<file path="src/rtl/rx_alarm_irq_pkg.sv">
package rx_alarm_irq_pkg;

    localparam int unsigned STAT_W = 8;
    localparam int unsigned N_LVL  = 6;

    // Status bit positions (software decodes these)
    localparam int unsigned B_CP   = 7;
    localparam int unsigned B_LOS  = 6;
    localparam int unsigned B_AIS  = 5;
    localparam int unsigned B_IDLE = 4;
    localparam int unsigned B_FERF = 3;
    localparam int unsigned B_AIC  = 2;
    localparam int unsigned B_OOF  = 1;
    localparam int unsigned B_P    = 0;

    // Index of each level within the packed level vector (status bit - 1)
    localparam int unsigned L_LOS  = B_LOS  - 1;
    localparam int unsigned L_AIS  = B_AIS  - 1;
    localparam int unsigned L_IDLE = B_IDLE - 1;

    typedef logic [STAT_W-1:0] stat_vec_t;
    typedef logic [N_LVL-1:0]  lvl_vec_t;

    typedef struct packed {
        logic cp_err;
        logic los;
        logic ais;
        logic idle;
        logic ferf;
        logic aic;
        logic oof;
        logic p_err;
    } stat_fields_t;

    typedef struct packed {
        logic       ais;
        logic       los;
        logic       idle;
        logic [4:0] rsvd;
    } lvl_byte_t;

    function automatic stat_vec_t merge_events(logic cp, lvl_vec_t chg, logic p);
        stat_fields_t f;
        f.cp_err = cp;
        f.los    = chg[L_LOS];
        f.ais    = chg[L_AIS];
        f.idle   = chg[L_IDLE];
        f.ferf   = chg[B_FERF-1];
        f.aic    = chg[B_AIC-1];
        f.oof    = chg[B_OOF-1];
        f.p_err  = p;
        return stat_vec_t'(f);
    endfunction

    function automatic lvl_byte_t pack_levels(lvl_vec_t lv);
        lvl_byte_t b;
        b.ais  = lv[L_AIS];
        b.los  = lv[L_LOS];
        b.idle = lv[L_IDLE];
        b.rsvd = '0;
        return b;
    endfunction

endpackage

</file>
<file path="src/rtl/rxa_edge_det.sv">
module rxa_edge_det #(
    parameter int unsigned N = 6
) (
    input  logic         clk,
    input  logic         rst,
    input  logic [N-1:0] lvl_i,
    output logic [N-1:0] lvl_q,
    output logic [N-1:0] chg_o
);
    for (genvar i = 0; i < N; i++) begin : g_bit
        always_ff @(posedge clk) begin
            if (rst) lvl_q[i] <= 1'b0;
            else     lvl_q[i] <= lvl_i[i];
        end
        // Either direction of a level change counts as an event
        assign chg_o[i] = lvl_i[i] ^ lvl_q[i];
    end
endmodule

</file>
<file path="src/rtl/rxa_sticky.sv">
module rxa_sticky #(
    parameter int unsigned W = 8
) (
    input  logic         clk,
    input  logic         rst,
    input  logic [W-1:0] set_i,
    input  logic         clr_i,
    output logic [W-1:0] stat_o
);
    for (genvar i = 0; i < W; i++) begin : g_bit
        always_ff @(posedge clk) begin
            if (rst)          stat_o[i] <= 1'b0;
            else if (set_i[i]) stat_o[i] <= 1'b1;   // set beats a clear in the same cycle
            else if (clr_i)   stat_o[i] <= 1'b0;
        end
    end
endmodule

</file>
<file path="src/rtl/rxa_rd_mux.sv">
module rxa_rd_mux
    import rx_alarm_irq_pkg::*;
#(
    parameter int unsigned ADDR_W   = 8,
    parameter int unsigned STAT_OFS = 'h13,
    parameter int unsigned LVL_OFS  = 'h10
) (
    input  logic [ADDR_W-1:0] addr_i,
    input  stat_vec_t         stat_i,
    input  lvl_vec_t          lvl_i,
    output logic [STAT_W-1:0] data_o
);
    localparam logic [ADDR_W-1:0] STAT_A = ADDR_W'(STAT_OFS);
    localparam logic [ADDR_W-1:0] LVL_A  = ADDR_W'(LVL_OFS);

    lvl_byte_t lb;
    assign lb = pack_levels(lvl_i);

    always_comb begin
        if (addr_i == STAT_A)     data_o = stat_i;
        else if (addr_i == LVL_A) data_o = lb;
        else                      data_o = '0;
    end
endmodule

</file>
<file path="src/rtl/rx_alarm_irq_reg.sv">
module rx_alarm_irq_reg
    import rx_alarm_irq_pkg::*;
#(
    parameter int unsigned ADDR_W   = 8,
    parameter int unsigned STAT_OFS = 'h13,
    parameter int unsigned LVL_OFS  = 'h10
) (
    input  logic              clk,
    input  logic              rst,
    input  logic              cond_los,
    input  logic              cond_ais,
    input  logic              cond_idle,
    input  logic              cond_ferf,
    input  logic              cond_aic,
    input  logic              cond_oof,
    input  logic              err_cp,
    input  logic              err_p,
    input  logic [7:0]        irq_en,
    input  logic              rd_stb,
    input  logic [ADDR_W-1:0] rd_addr,
    output logic [7:0]        rd_data,
    output logic              irq
);
    localparam logic [ADDR_W-1:0] STAT_A = ADDR_W'(STAT_OFS);

    lvl_vec_t  lvl_in;
    lvl_vec_t  lvl_q;
    lvl_vec_t  lvl_chg;
    stat_vec_t ev_vec;
    stat_vec_t set_vec;
    stat_vec_t stat_q;
    logic      rd_clr;

    // Level vector order follows status bits 6..1
    assign lvl_in = {cond_los, cond_ais, cond_idle, cond_ferf, cond_aic, cond_oof};

    rxa_edge_det #(.N(N_LVL)) u_edge (
        .clk   (clk),
        .rst   (rst),
        .lvl_i (lvl_in),
        .lvl_q (lvl_q),
        .chg_o (lvl_chg)
    );

    assign ev_vec  = merge_events(err_cp, lvl_chg, err_p);
    assign set_vec = ev_vec & irq_en;
    assign rd_clr  = rd_stb && (rd_addr == STAT_A);

    rxa_sticky #(.W(STAT_W)) u_sticky (
        .clk    (clk),
        .rst    (rst),
        .set_i  (set_vec),
        .clr_i  (rd_clr),
        .stat_o (stat_q)
    );

    rxa_rd_mux #(
        .ADDR_W   (ADDR_W),
        .STAT_OFS (STAT_OFS),
        .LVL_OFS  (LVL_OFS)
    ) u_rd (
        .addr_i (rd_addr),
        .stat_i (stat_q),
        .lvl_i  (lvl_q),
        .data_o (rd_data)
    );

    assign irq = |stat_q;
endmodule

</file>
<file path="config.mk">
export PLATFORM = sky130hd
export DESIGN_NAME = rx_alarm_irq_reg
export DESIGN_NICKNAME = d
export VERILOG_FILES = /design/src/rtl/rx_alarm_irq_pkg.sv /design/src/rtl/rxa_edge_det.sv /design/src/rtl/rxa_sticky.sv /design/src/rtl/rxa_rd_mux.sv /design/src/rtl/rx_alarm_irq_reg.sv
export SDC_FILE = /design/constraint.sdc
export NUM_CORES = 1
export LEC_CHECK = 0
export ABC_AREA = 1
export CAP_MARGIN = 20
export CORE_MARGIN = 10
export CORE_UTILIZATION = 43
export DETAILED_ROUTE_END_ITERATION = 8
export GPL_ROUTABILITY_DRIVEN = 0
export PLACE_DENSITY_LB_ADDON = 0.05
export SLEW_MARGIN = 20
export SYNTH_ARGS = -nofsm -noshare
export SYNTH_HDL_FRONTEND = slang
export SYNTH_HIERARCHICAL = 1
export SYNTH_SLANG_ARGS = --single-unit
</file>
<file path="constraint.sdc">
create_clock -name clk -period 2.2 [get_ports clk]
set_clock_uncertainty 0.2 [all_clocks]
set_input_delay 0.66 -clock clk [delete_from_list [all_inputs] [get_ports clk]]
set_output_delay 0.66 -clock clk [all_outputs]
set_load 0.02 [all_outputs]
</file>
# == Word level (Yosys, flattened, before mapping) ==
# Cells that the tools add are included.
# totals
elab_cells,44
output_inout_bits,9
inputBits,27
ff_bits,14
# op_classes
bitwise,7
eq_ne,2
n_mux,11
n_reduce_logical,10
# op_table
op,n
$eq 8x5->1 const B,2
$mux 8,2
$reduce_bool 2->1,8
$mux 1,9
$and 8x8->8,1
$reduce_or 8->1,1
$xor 1x1->1,6
$logic_and 1x1->1,1

# == Depth between registers and ports, before layout ==
# depth
word_depth,4
ltp_mapped,7
depth_no_buf,7

# == By module ==
# Netlist, hierarchy kept.
# by_module_without_submodules
module,area_each_um2,seq_area_each_um2,n_inst,cells_per_inst
rxa_sticky,269.0,160.2,1,34
rxa_edge_det,255.2,120.1,1,42
rxa_rd_mux,163.9,0.0,1,35
rx_alarm_irq_reg,118.9,0.0,1,30

# == Worst setup path after synthesis ==
# No wires, ideal clock.
# synth_timing
path_type,in2out
start,input port rd_addr[6]
end,output port rd_data[0]
setup_slack_ns,0.053
path_buffers,0
t_arrival_ns,1.287
required_time_ns,1.340
cell_stages,5
cell_sequence,inv_1 nand2_1 nor2_4 nand2_4 nor2_1
# synth_via
elab_chain_len,2
# synth_lines
element,line_no,text
"start, declared",rx_alarm_irq_reg.sv:20,"input logic [ADDR_W-1:0] rd_addr,"
$eq 8x5->1,rxa_rd_mux.sv:20,if (addr_i == STAT_A) data_o = stat_i;
$mux 8,rxa_rd_mux.sv:20,
"end, declared",rx_alarm_irq_reg.sv:21,"output logic [7:0] rd_data,"
# No other way between the ends.

# == Worst setup path after layout ==
# layout_timing
start,input port rd_addr[5]
end,output port rd_data[1]
# The elaborated chain is that of the path after synthesis.

==> flow_summary.ini <==
[critical_path]
criticalPathCategory = primary input to output pin
critPathMaxFanout = 7
required_ns = 1.34
start_kind = primary input
rrSetupSlack_ns = 1.16
crit_arrival_ns = 1.41
crit_path_end_kind = output pin
reg2regPathDepth = 7

[route]
detail-route-antenna-nets = 0
post_drt_wl_per_cell_microns = 10.5
route.detailed.vias_per_inst = 4.40
drt_iter0_markers = 33
drt-total-wl_microns = 2160
num_vias = 901
drc = 0
dr.pass1.iters = 4

[power_and_ir_drop]
ir_drop_mv = 0.404
p_leak_nw = 0.682
design_power_total_mw = 0.592
powerDensity_nw_per_um2 = 467

[sta]
relSlewSlack_pct = 66.7
setup_viol = 8
hold_ws_ns = 0.282
fmax_mhz = 441
period_needed_ns = 2.27
min_period_over_period_pct = 103
worstMarginPinSlew_ns = 0.497
final_hold_viol_count = 0
rsz0062_at_grt = true
fin_tns_setup_ns = -0.349
slew_viol_final = 0
timing.final.ws_setup_ns = -0.0655

[grt]
antenna_found_initial = 0
grt_pass1_wl_microns = 3570
track_usage_pct = 10.7
overflow = 0
grt_max_degree = 15
grt_pass1_vias = 834

[cells_and_area]
nFillCells = 157
diodes = 0
areaGrowthSynthToFinish_pct = 57.1
fin_area_sq_um = 1270
fin_util_pct = 72.6
nets = 208
drive_above_1_share_pct = 22.8
stdcell_count = 205

[job]
maxCapViolations = 0

[placed_design]
place_inst = 201
placed_area_sq_um = 1190
dp_hpwl_microns = 1730
port_buffers = 35
preCtsSetupSlack_ns = -0.884

[clocking]
insertion_delay_ns = 0.28
cts_sinks = 14
clk_pin_slew_ns = 0.08
cts_max_path_buffers = 2
post-cts-setup-buffer-count = 0
postCtsHoldBufs = 0
cts_max_level = 1
cts_tree = yes
numCtsBuffers = 3
clockRootBuffer = clkbuf_4

[die]
die_h_microns = 63.3
core_sq_um = 1750
num_io_pins = 36
start_util_pct = 46.2
dieArea_sq_um = 4010
die_w_microns = 63.3
rows = 15

[synthesis]
ys_types = 13
synth_area_sq_um = 807
yosys_warnings = 6
synth_cells = 141
avgSynthCellArea_sq_um = 5.72
synth_seq_cells = 14
ys_seq_area_share_pct = 34.7
syn_nets = 168

[worst_hold_path]
worstHoldPathType = flop to flop
holdPathStages = 2

[outcome]
status = finished, violations left
violations = setup timing
state kept, by name (all words and copies together), names as in the netlist:
register / flops
u_edge/lvl_q: 6
u_sticky/stat_o: 8
cells by family after synthesis:
| family | share of synthesized area (%) |
|---|---|
| flip-flops | 34.7 |
| AND/OR/NAND/NOR | 39.7 |
| AO/OA/AOI/OAI | 4.96 |
| buffers and inverters | 20.6 |
synth_stat cells:
cell | count | area [sq um]
nor2_1 | 19 | 71.3
nor2_4 | 2 | 22.5
nand2_1 | 43 | 161
nor2_2 | 1 | 6.26
nand2_2 | 1 | 6.26
inv_1 | 41 | 154
a21oi_1 | 8 | 40.0
dfxtp_1 | 14 | 280
nand4_1 | 1 | 6.26
buf_2 | 1 | 5.00
nand3_1 | 7 | 35.0
nand2_4 | 1 | 11.3
inv_2 | 2 | 7.51
final timing paths:
kind	from	end
setup / recovery	rd_addr[5]	rd_data[1]
hold / removal	u_sticky/stat_o[6]	u_sticky/stat_o[6]
setup reg to reg	u_edge/lvl_q[4]	u_sticky/stat_o[5]
hold reg to reg	u_sticky/stat_o[6]	u_sticky/stat_o[6]
what timing repair did:
item | CTS | global route
resized for setup | 89 | 14
endpoints found under the setup margin | 9 | 8
pin swaps | 12 | 6
final cells by class:
type,instances,area [sq um],share of cell area [%]
inverters,43,161,12.7
clock buffers,4,36.3,2.86
flip-flops and latches,14,280,22.1
well taps,25,31.3,2.47
repair buffers,36,345,27.2
multi-input cells,83,413,32.6
cells in the final DEF, fill, tap and decap left out, drive strengths merged, types with 4 or more instances in the layout:
cell and count:
inv 43, buf 17, nand3 7, nand2 45, clkdlybuf4s50 18, a21oi 8, clkbuf 4, dfxtp 14
nor2 22
layer usage:
metal,part of all wire [%],global-route usage (%),routed length [microns]
met2,50,19.5,1080
met3,5.9,3.00,128
met1,43,11.1,936
met5,0,0,0
met4,0.56,4.10,12
worst max-delay path, stage by stage:
cell and delay [ns]:
buf_6 0.09, inv_2 0.04, nand2_2 0.05, nor2_4 0.19
nand2_4 0.14, nor2_4 0.11, buf_6 0.12
where the power goes:
part | internal, mW | switching [mW] | total (mW)
combinational | 0.0661 | 0.0614 | 0.128
sequential | 0.270 | 0.0119 | 0.282
clock | 0.101 | 0.0817 | 0.182
total | 0.437 | 0.155 | 0.592
(Power assumes the default switching activity.)
